<file path="config.mk">
export PLATFORM = sky130hd
export DESIGN_NAME = i2c_mem_slave
export DESIGN_NICKNAME = d
export VERILOG_FILES = /design/src/rtl/i2c_mem_pkg.sv /design/src/rtl/i2c_line_filter.sv /design/src/rtl/i2c_cond_detect.sv /design/src/rtl/i2c_wcycle_timer.sv /design/src/rtl/i2c_mem_array.sv /design/src/rtl/i2c_mem_slave.sv
export SDC_FILE = /design/constraint.sdc
export NUM_CORES = 2
export LEC_CHECK = 0
export BUFFER_PORTS_ARGS = -buffer_cell sky130_fd_sc_hd__buf_2
export CAP_MARGIN = 5
export CORE_UTILIZATION = 60
export CTS_BUF_LIST = sky130_fd_sc_hd__clkbuf_8 sky130_fd_sc_hd__clkbuf_16
export DETAILED_ROUTE_END_ITERATION = 12
export PLACE_DENSITY = 0.76
export RECOVER_POWER = 50
export SETUP_SLACK_MARGIN = 0.02
export SLEW_MARGIN = 30
export SYNTH_ARGS = -nofsm -noshare
export SYNTH_HDL_FRONTEND = slang
export SYNTH_HIERARCHICAL = 1
export SYNTH_SLANG_ARGS = --single-unit
</file>
<file path="constraint.sdc">
create_clock -name clk -period 10.53 [get_ports clk]
set_input_delay 1.5795 -clock clk [delete_from_list [all_inputs] [get_ports clk]]
set_output_delay 1.5795 -clock clk [all_outputs]
set_load 0.005 [all_outputs]
</file>
<file path="src/rtl/i2c_mem_pkg.sv">
package i2c_mem_pkg;
  typedef enum logic [2:0] {
    S_IDLE,
    S_CTRL,
    S_ADDR,
    S_WDATA,
    S_ACK,
    S_TX,
    S_MACK,
    S_IGNORE
  } slv_state_e;
endpackage

</file>
<file path="src/rtl/i2c_line_filter.sv">
module i2c_line_filter #(
  parameter int FILT_LEN = 3
) (
  input  logic clk,
  input  logic rst,
  input  logic din,
  output logic dout
);
  localparam int CW = (FILT_LEN > 1) ? $clog2(FILT_LEN) : 1;
  localparam logic [CW-1:0] CNT_TOP = CW'(FILT_LEN - 1);

  logic [1:0]    sync_q;
  logic [CW-1:0] cnt_q;

  always_ff @(posedge clk) begin
    if (rst) begin
      sync_q <= 2'b11;
      cnt_q  <= '0;
      dout   <= 1'b1;
    end else begin
      sync_q <= {sync_q[0], din};
      if (sync_q[1] == dout) begin
        cnt_q <= '0;
      end else if (cnt_q == CNT_TOP) begin
        dout  <= sync_q[1];
        cnt_q <= '0;
      end else begin
        cnt_q <= cnt_q + 1'b1;
      end
    end
  end
endmodule

</file>
<file path="src/rtl/i2c_cond_detect.sv">
module i2c_cond_detect (
  input  logic clk,
  input  logic rst,
  input  logic scl_f,
  input  logic sda_f,
  output logic start_det,
  output logic stop_det,
  output logic scl_rise,
  output logic scl_fall
);
  logic scl_q, sda_q;

  always_ff @(posedge clk) begin
    if (rst) begin
      scl_q <= 1'b1;
      sda_q <= 1'b1;
    end else begin
      scl_q <= scl_f;
      sda_q <= sda_f;
    end
  end

  assign start_det = scl_f & scl_q & sda_q & ~sda_f;
  assign stop_det  = scl_f & scl_q & ~sda_q & sda_f;
  assign scl_rise  = scl_f & ~scl_q;
  assign scl_fall  = ~scl_f & scl_q;
endmodule

</file>
<file path="src/rtl/i2c_wcycle_timer.sv">
module i2c_wcycle_timer #(
  parameter int WRITE_CYCLES = 5000
) (
  input  logic clk,
  input  logic rst,
  input  logic launch,
  output logic busy,
  output logic done
);
  localparam int TW = $clog2(WRITE_CYCLES + 1);
  localparam logic [TW-1:0] LOAD_VAL = TW'(WRITE_CYCLES - 1);

  logic [TW-1:0] cnt_q;

  assign done = busy && (cnt_q == '0);

  always_ff @(posedge clk) begin
    if (rst) begin
      busy  <= 1'b0;
      cnt_q <= '0;
    end else if (launch && !busy) begin
      busy  <= 1'b1;
      cnt_q <= LOAD_VAL;
    end else if (busy) begin
      if (cnt_q == '0) busy <= 1'b0;
      else             cnt_q <= cnt_q - 1'b1;
    end
  end
endmodule

</file>
<file path="src/rtl/i2c_mem_array.sv">
module i2c_mem_array #(
  parameter int ADDR_W = 8,
  parameter int DATA_W = 8
) (
  input  logic              clk,
  input  logic              we,
  input  logic [ADDR_W-1:0] waddr,
  input  logic [DATA_W-1:0] wdata,
  input  logic [ADDR_W-1:0] raddr,
  output logic [DATA_W-1:0] rdata
);
  localparam int DEPTH = 1 << ADDR_W;

  logic [DATA_W-1:0] mem [DEPTH];

  always_ff @(posedge clk) begin
    if (we) mem[waddr] <= wdata;
    rdata <= mem[raddr];
  end
endmodule

</file>
<file path="src/rtl/i2c_mem_slave.sv">
module i2c_mem_slave
  import i2c_mem_pkg::*;
#(
  parameter int          ADDR_W       = 8,
  parameter logic [6:0]  DEV_ADDR     = 7'h50,
  parameter int          WRITE_CYCLES = 5000,
  parameter int          FILT_LEN     = 3
) (
  input  logic clk,
  input  logic rst,
  input  logic scl_i,
  input  logic sda_i,
  input  logic wp_i,
  output logic sda_oe
);
  localparam int NLINES = 2;

  logic [NLINES-1:0] lines_raw, lines_f;
  logic scl_f, sda_f;
  logic start_det, stop_det, scl_rise, scl_fall;
  logic [1:0] wp_sync;
  logic wp_s;

  slv_state_e        st, ret_st;
  logic [2:0]        bitcnt;
  logic [7:0]        shreg;
  logic              byte_full;
  logic              mack;
  logic [ADDR_W-1:0] ptr;
  logic              pend;
  logic [ADDR_W-1:0] stg_addr;
  logic [7:0]        stg_data;
  logic [7:0]        rd_q;
  logic              wc_busy, mem_we, wc_launch;

  assign lines_raw = {scl_i, sda_i};

  for (genvar g = 0; g < NLINES; g++) begin : g_filt
    i2c_line_filter #(.FILT_LEN(FILT_LEN)) u_filt (
      .clk  (clk),
      .rst  (rst),
      .din  (lines_raw[g]),
      .dout (lines_f[g])
    );
  end

  assign scl_f = lines_f[1];
  assign sda_f = lines_f[0];

  i2c_cond_detect u_cond (
    .clk       (clk),
    .rst       (rst),
    .scl_f     (scl_f),
    .sda_f     (sda_f),
    .start_det (start_det),
    .stop_det  (stop_det),
    .scl_rise  (scl_rise),
    .scl_fall  (scl_fall)
  );

  always_ff @(posedge clk) begin
    if (rst) wp_sync <= 2'b00;
    else     wp_sync <= {wp_sync[0], wp_i};
  end
  assign wp_s = wp_sync[1];

  assign wc_launch = stop_det && pend && !wp_s;

  i2c_wcycle_timer #(.WRITE_CYCLES(WRITE_CYCLES)) u_timer (
    .clk    (clk),
    .rst    (rst),
    .launch (wc_launch),
    .busy   (wc_busy),
    .done   (mem_we)
  );

  i2c_mem_array #(.ADDR_W(ADDR_W), .DATA_W(8)) u_mem (
    .clk   (clk),
    .we    (mem_we),
    .waddr (stg_addr),
    .wdata (stg_data),
    .raddr (ptr),
    .rdata (rd_q)
  );

  always_ff @(posedge clk) begin
    if (rst) begin
      st        <= S_IDLE;
      ret_st    <= S_IDLE;
      bitcnt    <= 3'd0;
      shreg     <= 8'd0;
      byte_full <= 1'b0;
      mack      <= 1'b0;
      sda_oe    <= 1'b0;
      ptr       <= '0;
      pend      <= 1'b0;
      stg_addr  <= '0;
      stg_data  <= 8'd0;
    end else if (start_det) begin
      st        <= S_CTRL;
      bitcnt    <= 3'd0;
      byte_full <= 1'b0;
      sda_oe    <= 1'b0;
      pend      <= 1'b0;
    end else if (stop_det) begin
      st        <= S_IDLE;
      byte_full <= 1'b0;
      sda_oe    <= 1'b0;
      pend      <= 1'b0;
    end else begin
      unique case (st)
        S_CTRL, S_ADDR, S_WDATA: begin
          if (scl_rise) begin
            shreg  <= {shreg[6:0], sda_f};
            bitcnt <= bitcnt + 3'd1;
            if (bitcnt == 3'd7) byte_full <= 1'b1;
          end else if (scl_fall && byte_full) begin
            byte_full <= 1'b0;
            if (st == S_CTRL) begin
              if (shreg[7:1] == DEV_ADDR && !wc_busy) begin
                sda_oe <= 1'b1;
                st     <= S_ACK;
                ret_st <= shreg[0] ? S_TX : S_ADDR;
              end else begin
                st <= S_IGNORE;
              end
            end else if (st == S_ADDR) begin
              ptr    <= shreg[ADDR_W-1:0];
              sda_oe <= 1'b1;
              st     <= S_ACK;
              ret_st <= S_WDATA;
            end else if (!pend) begin
              stg_addr <= ptr;
              stg_data <= shreg;
              ptr      <= ptr + 1'b1;
              pend     <= 1'b1;
              sda_oe   <= 1'b1;
              st       <= S_ACK;
              ret_st   <= S_WDATA;
            end else begin
              st <= S_IGNORE;
            end
          end
        end
        S_ACK: begin
          if (scl_fall) begin
            bitcnt <= 3'd0;
            if (ret_st == S_TX) begin
              shreg  <= rd_q;
              sda_oe <= ~rd_q[7];
              st     <= S_TX;
            end else begin
              sda_oe <= 1'b0;
              st     <= ret_st;
            end
          end
        end
        S_TX: begin
          if (scl_fall) begin
            if (bitcnt == 3'd7) begin
              sda_oe <= 1'b0;
              ptr    <= ptr + 1'b1;
              st     <= S_MACK;
            end else begin
              shreg  <= {shreg[6:0], 1'b0};
              sda_oe <= ~shreg[6];
              bitcnt <= bitcnt + 3'd1;
            end
          end
        end
        S_MACK: begin
          if (scl_rise) begin
            mack <= ~sda_f;
          end else if (scl_fall) begin
            bitcnt <= 3'd0;
            if (mack) begin
              shreg  <= rd_q;
              sda_oe <= ~rd_q[7];
              st     <= S_TX;
            end else begin
              st <= S_IGNORE;
            end
          end
        end
        default: begin
        end
      endcase
    end
  end
endmodule

</file>
==> results.json <==
{
  "post_drt_via_cell_ratio": 6.92,
  "finish.instance_area_sq_um": 91100,
  "synth_top_cell_by_area": "sky130_fd_sc_hd__edfxtp_1",
  "synthesized_area_divided_by_synthesized_cell_count_sq_um": 20.1,
  "initial_core_util_pct": 60.5,
  "netlist.area_leader.share_pct": 73.9,
  "max_slew.worst_pin.slew_ns": 4.76,
  "postSynthNetCount": 4156,
  "drt_iter0_markers": 5708,
  "startpoint_type": "flip-flop",
  "worst_ir_drop_vdd_mv": 0.179,
  "crit-reg2reg-capture": "u_mem/mem[203][5]$_DFFE_PP_",
  "static-leakage-power_nw": 27.5,
  "switch_pwr_mw": 3.07,
  "filler_cell_count": 8454,
  "worstSetupPathType": "reg -> reg",
  "antenna_violations_before_repair": 2,
  "worstRegToRegCells": 2,
  "synth_ff_type": "sky130_fd_sc_hd__edfxtp_1",
  "min_period_ns": 7.23,
  "postRouteWirelength_mm": 196,
  "hold_buffers": 0,
  "post_synth_inst_count": 4144,
  "timing.reg2reg.setup_slack_ns": 3.30,
  "p_comb_share_pct": 0.1,
  "tritoncts.num_buffers": 198,
  "worst_ep_required_time_ns": 10.55,
  "fp-row-count": 136,
  "endpoint_kind": "flip-flop",
  "yosysWarningCount": 6,
  "placeableCoreArea_sq_um": 137000,
  "post-synth-top-count-cell": "sky130_fd_sc_hd__edfxtp_1",
  "finalSetupTns_ns": 0,
  "grt.total_usage_pct": 28.1,
  "postLayoutSetupSlackWorst_ns": 3.30,
  "synth_top_cells_by_area": "sky130_fd_sc_hd__edfxtp_1 74%, sky130_fd_sc_hd__mux4_2 12%, sky130_fd_sc_hd__dfxtp_1 1.9%, sky130_fd_sc_hd__mux2i_1 1.9%, sky130_fd_sc_hd__nor2_1 1.5%",
  "timing.critical_path.fanout_max": 88,
  "finalPower_mw": 16.2,
  "ant_nets": 0,
  "power_share_of_the_sequential_group_pct": 56.5,
  "cts.repair.resized": 0,
  "postLayoutCoreUtil_pct": 66.3,
  "vias": 42483,
  "outcome": "finished, violations left",
  "clkSlewWorstSetupHoldPaths_ns": 0.06,
  "async_flop_share_pct": 0,
  "hold_depth": 1,
  "switching_share_pct": 19.0,
  "die_h_microns": 374,
  "timing_hold_violations_final": 0,
  "timing.max_cap.violations": 20,
  "clock_tree.htree_level_count": 4,
  "timing.final.setup_violations": 0,
  "floorplan.die_area_sq_um": 140000,
  "number_of_primary_i_o_pins": 6,
  "cts_max_path_buffers": 3,
  "timing.max_slew.rel_slack_pct": -218,
  "power.share.clock_pct": 43.5,
  "syn_to_final_growth_pct": 9.57,
  "clock-skew-final_ns": 0.0514,
  "post_drt_wl_per_cell_microns": 31.9,
  "dp.final_hpwl_mm": 112,
  "placed_cell_area_sq_um": 84700,
  "post-cts-setup-buffers": 0,
  "power.internal_mw": 13.1,
  "timing.hold.worst_endpoint": "g_filt[0].u_filt/sync_q[1]$_SDFF_PP1_",
  "violated_checks": "capacitance limit, slew limit",
  "fraction_of_final_layout_cells_with_drive_strength_greater_than_1_pct": 20.2,
  "final_cell_count_no_fill": 6135,
  "arrival_ns": 7.24,
  "post_synth_instance_area_sq_um": 83200,
  "via_count_of_the_first_global_routing_pass": 41769,
  "cts_tree": "built",
  "grt_max_degree": 227,
  "netlist-cell-type-count": 86,
  "netlist_top_cells_count": "2048 x sky130_fd_sc_hd__edfxtp_1, 455 x sky130_fd_sc_hd__mux4_2, 329 x sky130_fd_sc_hd__nor2_1, 158 x sky130_fd_sc_hd__mux2i_1, 133 x sky130_fd_sc_hd__a22oi_1",
  "cell_chosen_for_the_clock_root": "sky130_fd_sc_hd__clkbuf_16",
  "drt_first_pass_iters": 6,
  "port-buffer-count": 5,
  "dp_slack_ns": 5.80,
  "gp_routability_congestion": 0.866,
  "synth-seq-cells": 2129,
  "achievable-frequency_mhz": 138,
  "number_of_flops_mapped_to_enable_cells_by_yosys": 2048,
  "cts.sink_count": 2129,
  "final_net_count": 4179,
  "timing.hold.worst.start": "g_filt[0].u_filt/sync_q[0]$_SDFF_PP1_",
  "grt_overflow": 0,
  "post-route-period-util_pct": 68.6,
  "synth-seq-area-share_pct": 75.9,
  "placedCellCount": 5754,
  "hold_class": "reg -> reg",
  "power_density_nw_per_um2": 177,
  "global_route_wire_length_before_repair_mm": 285,
  "slew_viol_final": 1405,
  "fin_worst_hold_slack_ns": 0.419,
  "chipWidth_microns": 374,
  "clock_latency_ns": 0.83,
  "critical_path.reg2reg.startpoint": "stg_data[5]$_SDFFE_PP0P_",
  "drc": 0,
  "grt_setup_unrepaired": "false"
}
-- cell type report --
| cell class | instances | area [sq um] | share of cell area, % |
|---|---|---|---|
| Sequential cell | 2129 | 63100 | 69.3 |
| Multi-Input combinational cell | 1743 | 18600 | 20.4 |
| Antenna cell | 2 | 5.00 | 0.00549 |
| Clock buffer | 210 | 5150 | 5.65 |
| Inverter | 15 | 56.3 | 0.0618 |
| Clock inverter | 162 | 1290 | 1.42 |
| Tap cell | 1794 | 2240 | 2.46 |
| Timing Repair Buffer | 80 | 684 | 0.751 |
-- critical path: stages (launching register included) --
cell and delay, ns:
sky130_fd_sc_hd__dfxtp_1 1.43, sky130_fd_sc_hd__clkbuf_1 1.80, sky130_fd_sc_hd__clkbuf_1 3.07
-- cells by family after synthesis --
group | Yosys count | share of synthesized area, %
multiplexers | 616 | 14.3
AO/OA/AOI/OAI | 473 | 4.00
adder cells (fa/ha/maj) | 7 | 0.105
buffers and inverters | 272 | 1.97
flip-flops | 2129 | 75.9
AND/OR/NAND/NOR | 641 | 3.70
XOR/XNOR | 6 | 0.0632
-- worst max path at each step --
stage,start,end,slack [ns],depth (start not counted)
6_report,stg_data[5]$_SDFFE_PP0P_,u_mem/mem[203][5]$_DFFE_PP_,3.30,2
5_1_grt,stg_data[5]$_SDFFE_PP0P_,u_mem/mem[131][5]$_DFFE_PP_,3.13,2
2_1_floorplan,stg_data[0]$_SDFFE_PP0P_,u_mem/mem[0][0]$_DFFE_PP_,6.28,0
3_5_place_dp,u_timer/cnt_q[0]$_SDFFE_PP0P_,u_mem/mem[220][2]$_DFFE_PP_,5.80,8
3_3_place_gp,ptr[0]$_SDFFE_PP0P_,u_mem/rdata[5]$_DFF_P_,5.03,7
4_1_cts,u_timer/cnt_q[0]$_SDFFE_PP0P_,u_mem/mem[220][3]$_DFFE_PP_,5.78,8
-- cells in the final DEF, fill, tap and decap left out, types with 8 or more instances in the layout --
cell	n
sky130_fd_sc_hd__clkinv_1	43
sky130_fd_sc_hd__o211ai_1	12
sky130_fd_sc_hd__nand3_1	38
sky130_fd_sc_hd__a21oi_1	123
sky130_fd_sc_hd__nor2_2	11
sky130_fd_sc_hd__a311oi_1	9
sky130_fd_sc_hd__edfxtp_1	2048
sky130_fd_sc_hd__inv_1	63
sky130_fd_sc_hd__clkbuf_8	9
sky130_fd_sc_hd__a211oi_1	23
sky130_fd_sc_hd__bufinv_16	18
sky130_fd_sc_hd__buf_12	9
sky130_fd_sc_hd__o22ai_1	30
sky130_fd_sc_hd__a221oi_1	13
sky130_fd_sc_hd__clkbuf_1	15
sky130_fd_sc_hd__buf_4	49
sky130_fd_sc_hd__nor2_1	318
sky130_fd_sc_hd__dfxtp_1	75
sky130_fd_sc_hd__nand4_1	13
sky130_fd_sc_hd__nand2_1	66
sky130_fd_sc_hd__nand2b_1	17
sky130_fd_sc_hd__clkbuf_16	201
sky130_fd_sc_hd__a22oi_1	133
sky130_fd_sc_hd__nor2b_1	39
sky130_fd_sc_hd__nor4_1	30
sky130_fd_sc_hd__clkinv_2	36
sky130_fd_sc_hd__a31oi_1	8
sky130_fd_sc_hd__mux2i_1	158
sky130_fd_sc_hd__mux4_2	455
sky130_fd_sc_hd__or2_2	10
sky130_fd_sc_hd__o21ai_0	21
sky130_fd_sc_hd__nor3_1	30
sky130_fd_sc_hd__o221ai_1	47
sky130_fd_sc_hd__a22o_1	8
-- flip-flops by register name (all words and copies together), names as in the netlist, 2 cells and up --
register              flops
shreg                     8
g_filt.u_filt/cnt_q       4
stg_data                  8
u_timer/cnt_q            13
g_filt.u_filt/dout        2
ret_st                    3
stg_addr                  8
u_mem/rdata               8
ptr                       8
wp_sync                   2
g_filt.u_filt/sync_q      4
u_mem/mem              2048
st                        3
bitcnt                    3
-- power by group through the flow --
stage               clock network (mW)  logic, mW  registers [mW]
floorplan                            0    0.00573            9.32
global placement                     0    0.00829            9.31
detailed placement                   0    0.00842            9.31
CTS                               7.10    0.00858            9.13
global route                      7.42    0.00935            9.13
finish                            7.03    0.00853            9.13
-- metal layers --
layer | vias to the layer above | global-route usage (%) | routed length (microns)
li1 | 17239 | - | -
met1 | 22039 | 39.8 | 72800
met2 | 2775 | 43.7 | 93700
met3 | 430 | 6.06 | 22200
met4 | 0 | 10.5 | 7200
met5 | - | 0 | 0
(Power assumes the default switching activity.)
